<file path="src/rtl/dls_pkg.sv">
package dls_pkg;

    localparam int unsigned NCH    = 3;
    localparam int unsigned ADDR_W = 2;

    typedef enum logic [ADDR_W-1:0] {
        A_CTRL = 2'd0,
        A_PWR  = 2'd1,
        A_STAT = 2'd2,
        A_NONE = 2'd3
    } reg_addr_e;

    typedef struct packed {
        logic mode;
        logic sense;
    } ctrl_t;

    typedef struct packed {
        logic           valid;
        logic [NCH-1:0] bits;
    } status_t;

    function automatic logic sense_allowed(input logic [NCH-1:0] pwr, input logic mode);
        return (&pwr) && !mode;
    endfunction

endpackage

</file>
<file path="src/rtl/dls_regs.sv">
module dls_regs
    import dls_pkg::*;
#(
    parameter int unsigned RW = 8
) (
    input  logic                 clk,
    input  logic                 rst,
    input  logic                 wr_en,
    input  logic [ADDR_W-1:0]    addr,
    input  logic [RW-1:0]        wdata,
    input  status_t              stat,
    output ctrl_t                ctrl,
    output logic [NCH-1:0]       pwr,
    output logic                 cfg_chg,
    output logic [RW-1:0]        rdata
);
    localparam int unsigned PAD_S = RW - 1 - NCH;
    localparam int unsigned PAD_C = RW - 2;
    localparam int unsigned PAD_P = RW - NCH;

    logic wr_ctrl, wr_pwr;
    logic unused_wdata;

    assign wr_ctrl      = wr_en && (addr == A_CTRL);
    assign wr_pwr       = wr_en && (addr == A_PWR);
    assign unused_wdata = ^wdata[RW-1:NCH];

    assign cfg_chg = (wr_ctrl && (wdata[1] != ctrl.mode)) ||
                     (wr_pwr  && (wdata[NCH-1:0] != pwr));

    always_ff @(posedge clk) begin
        if (rst) begin
            ctrl <= '0;
            pwr  <= '0;
        end else begin
            if (wr_ctrl) begin
                ctrl.sense <= wdata[0];
                ctrl.mode  <= wdata[1];
            end
            if (wr_pwr) begin
                pwr <= wdata[NCH-1:0];
            end
        end
    end

    always_comb begin
        unique case (addr)
            A_CTRL:  rdata = {{PAD_C{1'b0}}, ctrl.mode, ctrl.sense};
            A_PWR:   rdata = {{PAD_P{1'b0}}, pwr};
            A_STAT:  rdata = {stat.valid, {PAD_S{1'b0}}, stat.bits};
            default: rdata = '0;
        endcase
    end


    no_stat_write_chk: assert property (@(posedge clk) disable iff (rst)
        (wr_en && (addr == A_STAT || addr == A_NONE)) |=> ($stable(ctrl) && $stable(pwr)));

endmodule

</file>
<file path="src/rtl/dls_edge.sv">
module dls_edge (
    input  logic clk,
    input  logic rst,
    input  logic sense,
    output logic fall
);
    logic sense_d;

    always_ff @(posedge clk) begin
        if (rst) sense_d <= 1'b0;
        else     sense_d <= sense;
    end

    assign fall = sense_d && !sense;

endmodule

</file>
<file path="src/rtl/dls_capture.sv">
module dls_capture
    import dls_pkg::*;
(
    input  logic            clk,
    input  logic            rst,
    input  logic            fall,
    input  logic [NCH-1:0]  pwr,
    input  logic            mode,
    input  logic            cfg_chg,
    input  logic [NCH-1:0]  cmp,
    output status_t         stat
);
    logic qual;

    assign qual = fall && sense_allowed(pwr, mode);

    always_ff @(posedge clk) begin
        if (rst) begin
            stat <= '0;
        end else begin
            if (qual) stat.bits <= cmp;
            if (cfg_chg)   stat.valid <= 1'b0;
            else if (qual) stat.valid <= 1'b1;
        end
    end


    status_hold_chk: assert property (@(posedge clk) disable iff (rst)
        !fall |=> $stable(stat.bits));


    unqual_hold_chk: assert property (@(posedge clk) disable iff (rst)
        (fall && !sense_allowed(pwr, mode)) |=> ($stable(stat.bits) && !stat.valid));


    valid_set_chk: assert property (@(posedge clk) disable iff (rst)
        (fall && sense_allowed(pwr, mode) && !cfg_chg) |=> (stat.valid && stat.bits == $past(cmp)));


    cfg_clear_chk: assert property (@(posedge clk) disable iff (rst)
        cfg_chg |=> !stat.valid);

endmodule

</file>
<file path="src/rtl/dls_drive.sv">
module dls_drive
    import dls_pkg::*;
#(
    parameter int unsigned DW = 10
) (
    input  logic              sense,
    input  logic [NCH*DW-1:0] pix,
    output logic [NCH*DW-1:0] dac
);
    localparam logic [DW-1:0] TEST_CODE = '1;

    for (genvar ch = 0; ch < NCH; ch++) begin : g_ch
        assign dac[ch*DW +: DW] = sense ? TEST_CODE : pix[ch*DW +: DW];
    end

endmodule

</file>
<file path="src/rtl/dac_load_sense.sv">
module dac_load_sense
    import dls_pkg::*;
#(
    parameter int unsigned DW = 10,
    parameter int unsigned RW = 8
) (
    input  logic                 clk,
    input  logic                 rst,
    input  logic                 reg_wr,
    input  logic [ADDR_W-1:0]    reg_addr,
    input  logic [RW-1:0]        reg_wdata,
    output logic [RW-1:0]        reg_rdata,
    input  logic [NCH*DW-1:0]    pix_in,
    input  logic [NCH-1:0]       cmp_in,
    output logic [NCH*DW-1:0]    dac_out
);
    ctrl_t          ctrl;
    logic [NCH-1:0] pwr;
    logic           cfg_chg;
    logic           fall;
    status_t        stat;

    dls_regs #(.RW(RW)) u_regs (
        .clk     (clk),
        .rst     (rst),
        .wr_en   (reg_wr),
        .addr    (reg_addr),
        .wdata   (reg_wdata),
        .stat    (stat),
        .ctrl    (ctrl),
        .pwr     (pwr),
        .cfg_chg (cfg_chg),
        .rdata   (reg_rdata)
    );

    dls_edge u_edge (
        .clk   (clk),
        .rst   (rst),
        .sense (ctrl.sense),
        .fall  (fall)
    );

    dls_capture u_capture (
        .clk     (clk),
        .rst     (rst),
        .fall    (fall),
        .pwr     (pwr),
        .mode    (ctrl.mode),
        .cfg_chg (cfg_chg),
        .cmp     (cmp_in),
        .stat    (stat)
    );

    dls_drive #(.DW(DW)) u_drive (
        .sense (ctrl.sense),
        .pix   (pix_in),
        .dac   (dac_out)
    );


    test_code_chk: assert property (@(posedge clk) disable iff (rst)
        (reg_wr && reg_addr == A_CTRL && reg_wdata[0]) |=> (&dac_out));


    fall_timing_chk: assert property (@(posedge clk) disable iff (rst)
        (reg_wr && reg_addr == A_CTRL && !reg_wdata[0] && ctrl.sense) |=> fall);

endmodule

</file>
<file path="config.mk">
export PLATFORM = sky130hd
export DESIGN_NAME = dac_load_sense
export DESIGN_NICKNAME = d
export VERILOG_FILES = /design/src/rtl/dls_pkg.sv /design/src/rtl/dls_regs.sv /design/src/rtl/dls_edge.sv /design/src/rtl/dls_capture.sv /design/src/rtl/dls_drive.sv /design/src/rtl/dac_load_sense.sv
export SDC_FILE = /design/constraint.sdc
export NUM_CORES = 1
export LEC_CHECK = 0
export CAP_MARGIN = 0
export CORE_MARGIN = 2
export CORE_UTILIZATION = 26
export CTS_BUF_LIST = sky130_fd_sc_hd__clkbuf_8
export DETAILED_ROUTE_END_ITERATION = 6
export GPL_TIMING_DRIVEN = 0
export PLACE_DENSITY = 0.78
export SYNTH_ARGS = -nofsm -noshare
export SYNTH_HDL_FRONTEND = slang
export SYNTH_SLANG_ARGS = --single-unit
</file>
<file path="constraint.sdc">
create_clock -name clk -period 1.2 [get_ports clk]
set_input_delay 0.24 -clock clk [delete_from_list [all_inputs] [get_ports clk]]
set_output_delay 0.24 -clock clk [all_outputs]
set_load 0.02 [all_outputs]
</file>
==> metrics.csv <==
stage,metric,value,unit
timing,final_max_slew_viol_count,0,
global_route,first_global_vias,1021,
synthesis,synthTopCellsByCount,"or2_2 (30), dfxtp_1 (10), mux2i_1 (7)",
timing,fin_crit_sh,114,%
worst_hold_path,hp-class,in2reg,
place,place.gp.congestion,0.730,
clock_tree,insertion_delay,0.24,ns
critical_path,cp.arrival,1.13,ns
critical_path,slowest_stage,dfxtp_4,
floorplan,dieArea,3450,um2
flow_run,drv_cap,0,
timing,setup_violations,36,
final_layout,postLayoutCoreUtil,65.0,%
pwr,irDropWorstVdd,455,uV
clock_tree,path_clk_slew,0.04,ns
timing,hold_viol,0,
clock_tree,htree_num_levels,1,
synthesis,synth.distinct_cells,25,
synthesis,synth_top_area_cell,dfxtp_1,
floorplan,pin_count,84,
routing,drt-vias-per-instance,4.58,
place,io_buffers,73,
synthesis,synth_seq_cells,10,
final_layout,final_area,1820,um2
final_layout,antenna-diode-count,0,
synthesis,synth_area_leaders,"dfxtp_1 (26%), or2_2 (24%), mux2i_1 (9.0%), buf_4 (3.9%), a2111oi_4 (3.5%)",
critical_path,end_kind,output pin,
clock_tree,cts_root_buffer,clkbuf_8,
timing,skew,0.00496,ns
global_route,overflow,0,
floorplan,coreArea,2810,um2
place,post-dp-hpwl,2180,um
global_route,track_usage,17.2,%
synthesis,synth-seq-area-share,25.7,%
final_layout,drive_above_1_share,53.9,%
timing,setup_ws,-0.166,ns
synthesis,synth_edf_count,0,
timing,max_freq,732,MHz
critical_path,cp.required,0.96,ns
clock_tree,cts_made_buffers,3,
global_route,grt_max_degree,11,
synthesis,netlist_area,779,um2
routing,vias,958,
floorplan,row_count,19,
clock_tree,cts.sinks,10,
pwr,power_leakage,0.802,nW
routing,routed_wirelength,2930,um
outcome,outcome,finished with violations,
clock_tree,cts_tree,done,
routing,dr.pass1.iters,6,
synthesis,synthCells,92,
synthesis,synth.avg_cell_area,8.47,um2
critical_path,crit_chain,clkbuf_8 > or2_4 > buf_6,
floorplan,fp.dieH,58.8,um
timing,post-route-min-period,1.37,ns
final_layout,area_growth,134,%
routing,drtAntennaViolNets,0,
floorplan,die_w,58.8,um
synthesis,synth.most_common_cell,or2_2,
final_layout,final_nets,226,
critical_path,crit_path_start_kind,register,
synthesis,synth_top_area_share,25.7,%
timing,rsz0062_at_grt,true,
global_route,grt_antenna_before_repair,0,
synthesis,synth_ff_type,dfxtp_1,
routing,wl_per_cell,14.0,um
pwr,powerDensity,702,nW/um2
floorplan,initial_core_util,27.8,%
routing,dr.first_iter.drc_count,27,
critical_path,cpPeakStageDelay,0.38,ns
synthesis,async_flop_share,0,%
timing,hold_ws,0.431,ns
critical_path,critPathKind,reg2out,
timing,slew_headroom,63.3,%
place,dp_slack,-0.903,ns
timing,worst_pin_slew,0.550,ns
timing,tns,-5.07,ns
global_route,grt_pass1_wl,4530,um
outcome,violations,"design-rule violations, negative setup slack",
synthesis,synth_warnings,0,
clock_tree,cts.path.max_buffers,2,
routing,drc,2,
place,placed_cell_area,1560,um2
critical_path,cp_max_fo,8,
[metal layers]
layer / vias up / track usage [%] / share of wire (%)
met2: 38 / 33.0 / 58
met4: 0 / 7.47 / 2.7
met3: 7 / 3.74 / 6.4
met1: 440 / 17.6 / 32
li1: 473 / - / -
met5: - / 0 / 0
[area by class of cell]
class	count	area (um2)
timing repair buffer	80	820
sequential	10	210
multi-input combinational	76	634
tap	31	38.8
fill	223	981
clock buffer	3	41.3
buffer	9	80.1
[flip-flops by register name (all words and copies together) (netlist names)]
signal / count
u_regs.ctrl: 2
u_capture.stat: 4
u_edge.sense_d: 1
u_regs.pwr: 3
[logic make-up (layout without fill, tap and decap cells)]
family                    after synthesis  count (layout)  share of synthesized area (%)
buffers and inverters                   9              92                           6.42
xor gates and xnor gates                4               4                           4.50
other                                   1               4                          0.481
muxes                                   7               7                           8.99
and+or+nand+nor                        49              49                           41.7
DFF                                    10              10                           25.7
AOI/OAI and AO/OA                      12              12                           12.2
[stage by stage]
stage / power, mW / std cells
2_1_floorplan: 0.577 / 95
3_3_place_gp: 0.850 / 199
3_5_place_dp: 0.855 / 199
4_1_cts: 1.28 / 209
5_1_grt: 1.33 / 209
6_report: 1.28 / 209
[cell usage in the layout, fill, tap and decap left out, types with 2 or more instances in the layout]
master	synthesis	layout
conb_1	1	4
dfxtp_1	10	6
a21oi_1	3	2
clkbuf_8	0	9
nand2_1	3	3
or2_4	0	29
dlygate4sd2_1	0	2
dfxtp_2	0	2
xnor2_1	3	3
nor2_1	5	5
buf_4	4	8
buf_6	0	32
o21ai_0	5	3
buf_2	1	5
nand4_1	3	3
dfxtp_4	0	2
o21ai_1	0	2
mux2i_1	7	7
clkdlybuf4s50_1	0	35
[report_power, final]
part           total (mW)  internal (mW)  switching (mW)
clock               0.342          0.219           0.123
combinational       0.591          0.363           0.228
sequential          0.348          0.338          0.0102
[final timing paths]
check,start,depth (start not counted),end,slack (ns)
hold / removal,reg_addr[1],4,u_regs.ctrl[0],0.43
setup / recovery,u_regs.ctrl[0],3,dac_out[7],-0.17
hold reg to reg,u_capture.stat[2],2,u_capture.stat[2],0.49
setup reg to reg,u_regs.ctrl[0],5,u_capture.stat[0],-0.08
[critical path, delay by kind of cell (launching register included)]
family | cells | cell delay [ns]
buffers and inverters | 2 | 0.29
DFF | 1 | 0.38
and+or+nand+nor | 1 | 0.23
[repair_timing]
| item | CTS | global route |
|---|---|---|
| setup endpoints to repair | 40 | 36 |
| gates cloned | 3 | 0 |
| resized for setup | 266 | 2 |
| pin swaps | 32 | 7 |
| setup buffers | 4 | 0 |
| hold endpoints to repair | 0 | 0 |
| hold buffers | 0 | 0 |
No activity file was read; power rests on OpenSTA's default activity.
